## src/rtl/irq_share_pkg.sv

```systemverilog
package irq_share_pkg;

   localparam int PINS_PER_SLOT = 4;

   typedef enum logic [0:0] {
      ROUTE_SWIZZLE = 1'b0,
      ROUTE_DIRECT  = 1'b1
   } route_mode_e;

   // Host line chosen for one slot/pin pair.
   function automatic int route_line(input int slot, input int pin,
                                     input int lines, input route_mode_e mode);
      int sum;
      if (mode == ROUTE_SWIZZLE) sum = slot + pin;
      else                       sum = pin;
      return sum % lines;
   endfunction

endpackage

```

## src/rtl/irq_pin_track.sv

```systemverilog
module irq_pin_track #(
   parameter int NUM_PINS = 32
) (
   input  logic                clk,
   input  logic                bus_rst,
   input  logic [NUM_PINS-1:0] pin_lvl,
   output logic [NUM_PINS-1:0] seen_q,
   output logic [NUM_PINS-1:0] rise,
   output logic [NUM_PINS-1:0] fall
);

   always_ff @(posedge clk) begin
      if (bus_rst) seen_q <= '0;
      else         seen_q <= pin_lvl;
   end

   always_comb begin
      rise = pin_lvl & ~seen_q;
      fall = ~pin_lvl & seen_q;
   end

endmodule

```

## src/rtl/irq_line_ctr.sv

```systemverilog
module irq_line_ctr
   import irq_share_pkg::*;
#(
   parameter int          NUM_SLOTS = 8,
   parameter int          NUM_LINES = 4,
   parameter int          LINE_IDX  = 0,
   parameter route_mode_e ROUTE     = ROUTE_SWIZZLE,
   parameter int          CNT_W     = 6,
   localparam int         NUM_PINS  = NUM_SLOTS * PINS_PER_SLOT
) (
   input  logic                clk,
   input  logic                bus_rst,
   input  logic [NUM_PINS-1:0] rise,
   input  logic [NUM_PINS-1:0] fall,
   output logic [CNT_W-1:0]    cnt_q
);

   logic [NUM_PINS-1:0] sel;
   logic [CNT_W-1:0]    n_up;
   logic [CNT_W-1:0]    n_dn;

   // Elaboration-time mask of the pins routed to this line.
   for (genvar i = 0; i < NUM_PINS; i++) begin : g_sel
      localparam int SLOT = i / PINS_PER_SLOT;
      localparam int PIN  = i % PINS_PER_SLOT;
      if (route_line(SLOT, PIN, NUM_LINES, ROUTE) == LINE_IDX) begin : g_on
         assign sel[i] = 1'b1;
      end else begin : g_off
         assign sel[i] = 1'b0;
      end
   end

   always_comb begin
      n_up = CNT_W'($countones(rise & sel));
      n_dn = CNT_W'($countones(fall & sel));
   end

   always_ff @(posedge clk) begin
      if (bus_rst) cnt_q <= '0;
      else         cnt_q <= cnt_q + n_up - n_dn;
   end

endmodule

```

## src/rtl/irq_share_agg.sv

```systemverilog
module irq_share_agg
   import irq_share_pkg::*;
#(
   parameter int          NUM_SLOTS = 8,
   parameter int          NUM_LINES = 4,
   parameter route_mode_e ROUTE     = ROUTE_SWIZZLE,
   localparam int         NUM_PINS  = NUM_SLOTS * PINS_PER_SLOT,
   localparam int         CNT_W     = $clog2(NUM_PINS + 1)
) (
   input  logic                       clk,
   input  logic                       bus_rst,
   input  logic [NUM_PINS-1:0]        pin_lvl,
   output logic [NUM_LINES-1:0]       host_irq,
   output logic [NUM_LINES*CNT_W-1:0] line_cnt
);

   if (NUM_SLOTS < 1) begin : g_bad_slots
      $error("irq_share_agg: NUM_SLOTS must be at least 1");
   end
   if (NUM_LINES < 1) begin : g_bad_lines
      $error("irq_share_agg: NUM_LINES must be at least 1");
   end

   logic [NUM_PINS-1:0] seen_q;
   logic [NUM_PINS-1:0] rise;
   logic [NUM_PINS-1:0] fall;

   irq_pin_track #(.NUM_PINS(NUM_PINS)) u_track (
      .clk     (clk),
      .bus_rst (bus_rst),
      .pin_lvl (pin_lvl),
      .seen_q  (seen_q),
      .rise    (rise),
      .fall    (fall)
   );

   for (genvar l = 0; l < NUM_LINES; l++) begin : g_line
      logic [CNT_W-1:0] cnt;

      irq_line_ctr #(
         .NUM_SLOTS (NUM_SLOTS),
         .NUM_LINES (NUM_LINES),
         .LINE_IDX  (l),
         .ROUTE     (ROUTE),
         .CNT_W     (CNT_W)
      ) u_ctr (
         .clk     (clk),
         .bus_rst (bus_rst),
         .rise    (rise),
         .fall    (fall),
         .cnt_q   (cnt)
      );

      assign line_cnt[l*CNT_W +: CNT_W] = cnt;
      assign host_irq[l]                = (cnt != '0);
   end

endmodule

```

## config.mk

```make
export PLATFORM = sky130hd
export DESIGN_NAME = irq_share_agg
export DESIGN_NICKNAME = d
export VERILOG_FILES = /design/src/rtl/irq_share_pkg.sv /design/src/rtl/irq_pin_track.sv /design/src/rtl/irq_line_ctr.sv /design/src/rtl/irq_share_agg.sv
export SDC_FILE = /design/constraint.sdc
export NUM_CORES = 1
export LEC_CHECK = 0
export ABC_CLOCK_PERIOD_IN_PS = 8400
export BUFFER_PORTS_ARGS = -buffer_cell sky130_fd_sc_hd__buf_4
export CAP_MARGIN = 5
export CORE_ASPECT_RATIO = 1.5
export CORE_MARGIN = 1
export CORE_UTILIZATION = 30
export DETAILED_ROUTE_END_ITERATION = 16
export SLEW_MARGIN = 20
export SYNTH_ARGS = -nofsm -noshare
export SYNTH_HDL_FRONTEND = slang
export SYNTH_SLANG_ARGS = --single-unit
```

## constraint.sdc

```tcl
create_clock -name clk -period 8.4 [get_ports clk]
set_input_delay 0.42 -clock clk [delete_from_list [all_inputs] [get_ports clk]]
set_output_delay 0.42 -clock clk [all_outputs]
set_load 0.005 [all_outputs]
```

# Word-level counts from Yosys, hierarchy flattened

Cells that the tools add are included.

Div/mod/pow operators: 0
$add $sub $neg: 64
Bitwise operators: 4
Mux-type cells: 0
Reductions and logical operators: 4
Eq/ne operators: 0
Order comparisons: 0
Shift-type cells: 0
Multipliers: 0

Operators with widths:

| kind               | number |
|---|---|
| $add A6 B6 Y6      | 16 |
| $add A1 B1 Y2      | 32 |
| $and A32 B32 Y32   | 2 |
| $not A32 Y32       | 2 |
| $add A2 B2 Y3      | 8 |
| $reduce_bool A6 Y1 | 4 |
| $sub A6 B4 Y6      | 4 |
| $add A3 B3 Y4      | 4 |

Memories kept: 0
Word-level logic and storage cells: 77
Input bits: 34
Register bits after elaboration: 56
Latch bits: 0
Bits in writable memories: 0
ROM bits: 0

# Depth between registers and ports, before layout

Depth after elaboration: 7
Depth in mapped cells: 17
Mapped depth without buffers: 17

# Modules after synthesis

A second synthesis with hierarchy kept.

Cell total of the unflattened synthesis: 547
Area, all modules: 5008.6 sq um

Modules (own cells, without submodules):

| module        | cells an instance | times used | area each (sq um) |
|---|---|---|---|
| irq_line_ctr  | 101               | 4          | 919.6 |
| irq_pin_track | 131               | 1          | 1275.0 |
| irq_share_agg | 12                | 1          | 55.1 |

# Worst setup path before layout

No wires, ideal clock.

Kind: input-to-reg
From: in pin_lvl[9]
To: reg g_line[3].u_ctr.cnt_q[4]
Arrival time: 4308 ps
Data required time: 8283 ps
Setup slack: 3975 ps
Buffers on the path: 0
Library setup time: 117 ps
Stages: 16
Cell sequence: nor2b_1 -> ha_1 -> inv_1 -> fa_1 -> fa_1 -> inv_1 -> fa_1 -> fa_1 -> inv_1 -> fa_1 -> inv_1 -> fa_1 -> a21o_1 -> a21oi_1 -> xor2_1 -> nor2_1

Longest elaborated chain between the ends: 6

RTL lines:

| element                                                                 | RTL line                                 | source |
|---|---|---|
| start: declaration                                                      | irq_share_agg.sv:12                      | `input logic [NUM_PINS-1:0] pin_lvl,` |
| $and A32 B32 Y32 or $not A32 Y32 (tied branches)                        | irq_pin_track.sv:18, irq_pin_track.sv:19 |  |
| $add A1 B1 Y2 (implied by the code) or $and A32 B32 Y32 (tied branches) | irq_line_ctr.sv:34, irq_pin_track.sv:19  |  |
| $add A6 B6 Y6 (implied by the code) or $add A1 B1 Y2 (tied branches)    | irq_line_ctr.sv:34, irq_line_ctr.sv:35   |  |
| $add A6 B6 Y6 (implied by the code) or $add A2 B2 Y3 (tied branches)    | irq_line_ctr.sv:34, irq_line_ctr.sv:35   |  |
| $add A6 B6 Y6 or $add A3 B3 Y4 (tied branches)                          | irq_line_ctr.sv:40, irq_line_ctr.sv:35   |  |
| $sub A6 B4 Y6 (*)                                                       | irq_line_ctr.sv:40                       | `else cnt_q <= cnt_q + n_up - n_dn;` |
| end signal: assignment                                                  | irq_line_ctr.sv:40                       |  |
| end: declaration                                                        | irq_line_ctr.sv:15                       | `output logic [CNT_W-1:0] cnt_q` |

Mark *: on every way between the ends. The rest lies on a longest branch, timed or not.
A chain may end at the register's enable or synchronous reset.

# Final worst setup path

From: reg u_track.seen_q[23]
To: reg g_line[0].u_ctr.cnt_q[4]

Longest elaborated chain between the ends: 7

RTL lines:

| element                                           | RTL line            | source |
|---|---|---|
| start: declaration                                | irq_pin_track.sv:7  | `output logic [NUM_PINS-1:0] seen_q,` |
| start signal: assignment                          | irq_pin_track.sv:14 | `else seen_q <= pin_lvl;` |
| $not A32 Y32                                      | irq_pin_track.sv:18 | `rise = pin_lvl & ~seen_q;` |
| $and A32 B32 Y32                                  | irq_pin_track.sv:18 |  |
| $add A1 B1 Y2 (implied by the code)               | irq_line_ctr.sv:34  | `n_up = CNT_W'($countones(rise & sel));` |
| $add A6 B6 Y6 (implied by the code) (2 in series) | irq_line_ctr.sv:34  |  |
| $add A6 B6 Y6                                     | irq_line_ctr.sv:40  |  |
| $sub A6 B4 Y6 (*)                                 | irq_line_ctr.sv:40  |  |
| end signal: assignment                            | irq_line_ctr.sv:40  |  |
| end: declaration                                  | irq_line_ctr.sv:15  |  |

Marked as above.

==> results <==
- The yosys synthesis warning count is 0.
- The clock latency at the later pin of the worst-skew pair is 0.29 ns.
- The signed area change from the synthesized netlist to the final layout is 17.78%.
- The count of flip-flops with a built-in enable after synthesis is 0.
- The half-perimeter wire length after detailed placement is 7097 µm.
- The max-slew headroom at the worst pin is 56.40%.
- Of all nets on the critical path, the largest fanout is 2.
- The number of standard-cell rows in the floorplan is 55.
- Setup repair after global routing left no endpoint under its margin.
- The final net count is 682.
- The start-to-end type of the worst setup path is reg -> reg.
- The die width is 103.1 µm.
- The detail route stage leaves a number of antenna-violating nets equal to 0.
- The via count of the first global-routing pass is 3416.
- The clock net sink count is 56.
- The sequential cell area fraction in the yosys report is 24.39%.
- Cells with a size suffix above 1 make up 13.22% of the layout.
- The overflow left after global routing is 0.
- In this run, synthesis produced a sequential element count of 56.
- The cell sitting at the root of the clock tree is a clkbuf_16.
- The share of synthesized cell area in full adder, half adder and majority cells is 39.64%.
- The detailed-route DRC error count is 0.
- Sorting the synthesized cells by area gives the leading types as dfxtp_1 24%, fa_1 24%, ha_1 15%.
- The required time reported for the critical path endpoint is 8.56 ns.
- TritonCTS built the clock tree.
- After synthesis, the netlist uses 36 different library cells.
- Among all flip-flop cells after synthesis, the most frequent one is dfxtp_1.
- The routed design has 8577 µm of wire.
- The detailed-route via count is 3214.
- The combinational family with the most area after synthesis is adder cells.
- The XOR/XNOR share of the synthesized area is 1.143%.
- The number of vias per cell is 4.367.
- The starting density of the core is 30.63%.
- The first detailed-routing pass ran for 4 iterations.
- The y dimension of the die is 153.6 µm.
- The routability-driven placement congestion ratio is 0.7680.
- Registers take 1121 µm².
- The wire length of the first global-routing pass is 14810 µm.
- After Yosys synthesis, and, or, nand and nor cells account for 19.49% of the synthesized area.
- By instance count, the leading cell after synthesis is inv_1.
- The type of element capturing the critical path is a register.
- 62 I/O pins were placed.
- Of all cell types, the one taking the most synthesized area is dfxtp_1.
- The initial antenna violation count is 0.
- For this run, the top clock speed supported by timing is 221.3 MHz.
- The total clock buffers created by CTS is 5.
- The worst path uses 53.81% of the clock period.
- STA puts the critical path data arrival time at 4.68 ns.
- STA classifies the critical path startpoint as a register.
- The total nets after synthesis is 621.
- The count of max-cap constraint violations is 0.
- After synthesis, the most frequently instantiated cells are 112 x inv_1, 75 x nor2b_1, 56 x dfxtp_1, 56 x fa_1, 56 x ha_1.
- On the final layout, the worst clock skew is 0.005305 ns.
- The flow ran to the end, and the final reports show no timing, DRC or antenna violations.
- The slew at the pin closest to its max-slew limit is 0.6540 ns.
- The final sum of negative setup slack is 0 ns.
- The minimum clock period after layout is 4.520 ns.
- The number of antenna cells inserted is 0.
- The number of resized instances in the post-cts repair step is 0.
- The share of the synthesized area in the top cell type is 24.39%.
- The worst-case IR drop observed on VDD is 0.0001828 V.
- For this design the ratio of total power to cell area is 442.6 nW/µm².
- The cell area after synthesis is 4596 µm².
- The count of final max-slew check failures is 0.
- The post-CTS setup buffer count is 0.
- The longest clock path from root to sink contains 2 buffers.
- The core region area is 15000 µm².
- The synthesized netlist devotes 5.227% of its cell area to compound gates.
- The static leakage power is 2.585 nW.
- The die covers 15830 µm².
- The type of the most critical hold path is in -> reg.
- The clock transition at the register clock pins on the worst setup and hold paths after CTS is 0.08 ns.
- Measured on the finished design, the core utilization comes to 36.08%.
- Entering global routing, the biggest net connects 62 pins.
- Counting flops with an async set or reset pin after synthesis yields a share of 0%.
- In the final layout, the multi-input gates occupy 3010 µm².
- The number of instances in the synthesized netlist is 475.
- In this run, the number of DRC markers left after iteration 0 of detailed routing was 24.
- The combined global-route utilization of all metal layers is 11.86%.
- The number of hold buffers added after CTS is 0.
- The number of endpoints failing setup at the final stage is 0.
- The multiplexer share of the synthesized area is 0%.
- The count of final hold-check violations came to 0.
- A synthesized cell averages 9.675 µm².
- The average wire length per cell after detail routing is 11.65 µm.
- The number of fill cells in the layout is 1595.
- The maximum level of the CTS H-tree is 2.
- Input and output buffers added on the ports amount to 61.
-- worst paths after layout --
kind / startpoint / endpoint / slack (ns) / depth (start not counted)
max: u_track.seen_q[23] / g_line[0].u_ctr.cnt_q[4] / 3.88 / 16
min: pin_lvl[20] / u_track.seen_q[20] / 0.34 / 2
max reg2reg: u_track.seen_q[23] / g_line[0].u_ctr.cnt_q[4] / 3.88 / 16
min reg2reg: u_track.seen_q[5] / g_line[2].u_ctr.cnt_q[0] / 0.65 / 3
-- stage by stage --
| stage | instance area, µm² | setup WS (ns) | cells | hold WS, ns | power, mW |
|---|---|---|---|---|---|
| floorplan | 4596 | 3.975 | 475 | 0.5452 | 1.765 |
| global placement | 5263 | 3.666 | 728 | 0.6347 | 2.131 |
| detailed placement | 5263 | 3.607 | 728 | 0.6439 | 2.202 |
| CTS | 5413 | 3.849 | 736 | 0.3257 | 2.448 |
| global route | 5413 | 3.662 | 736 | 0.3322 | 2.730 |
| finish | 5413 | 3.880 | 736 | 0.3376 | 2.396 |
-- sequential cells by signal (all words and copies together), names as in the netlist --
name / cells
g_line.u_ctr.cnt_q: 24
u_track.seen_q: 32
-- report_power, final --
part | internal [mW] | total (mW) | switching (mW)
registers | 0.341 | 0.392 | 0.0511
logic | 0.856 | 1.78 | 0.925
clock network | 0.119 | 0.222 | 0.102
total | 1.32 | 2.40 | 1.08
-- layout by cell type (no fill, tap or decap), types with 2 or more instances in the layout --
cell,n
nor2b_1,75
ha_1,56
dfxtp_1,56
a211oi_1,3
nand2_1,7
a21o_1,3
or4_1,3
xnor2_1,3
a311oi_1,2
o211ai_1,3
a21oi_1,5
xor2_1,3
nand2b_1,15
a41o_1,2
o21ai_0,5
fa_1,56
buf_4,61
a31oi_1,2
nand4_1,3
inv_1,112
o31a_1,3
and4_2,2
clkbuf_16,5
nor2_1,15
and2b_1,15
o21a_1,4
nor4_1,8
-- per-layer routing --
| layer | wire length, µm | share of wire, % | vias up | GRT usage (%) |
|---|---|---|---|---|
| li1 | - | - | 1587 | - |
| met1 | 3387 | 39 | 1576 | 12.94 |
| met2 | 4797 | 56 | 43 | 22.63 |
| met3 | 240 | 2.8 | 8 | 1.727 |
| met4 | 151 | 1.8 | 0 | 3.890 |
| met5 | 0 | 0 | - | 0 |
-- final cells by class --
cell class | instances | share of cell area, %
Multi-Input combinational cell | 299 | 55.62
Inverter | 113 | 7.836
Clock buffer | 7 | 2.635
Clock inverter | 1 | 0.1387
Tap cell | 199 | 4.600
Timing Repair Buffer | 61 | 8.460
Sequential cell | 56 | 20.71
-- worst max-delay path, cell delays in order, from the launching register on --
cell     delay, ns
dfxtp_1       0.32
nor2b_1       0.13
ha_1          0.24
inv_1         0.08
fa_1          0.45
fa_1          0.49
inv_1         0.05
fa_1          0.40
fa_1          0.53
inv_1         0.06
fa_1          0.53
inv_1         0.07
fa_1          0.47
a21o_1        0.18
a21oi_1       0.17
xor2_1        0.18
nor2_1        0.06
-- logic make-up after synthesis --
group           Yosys count
buf+inv                 120
simple gates            147
compound gates           34
fa+ha+maj               112
xor+xnor                  6
flops                    56
Power figures use the tool's default switching activity.
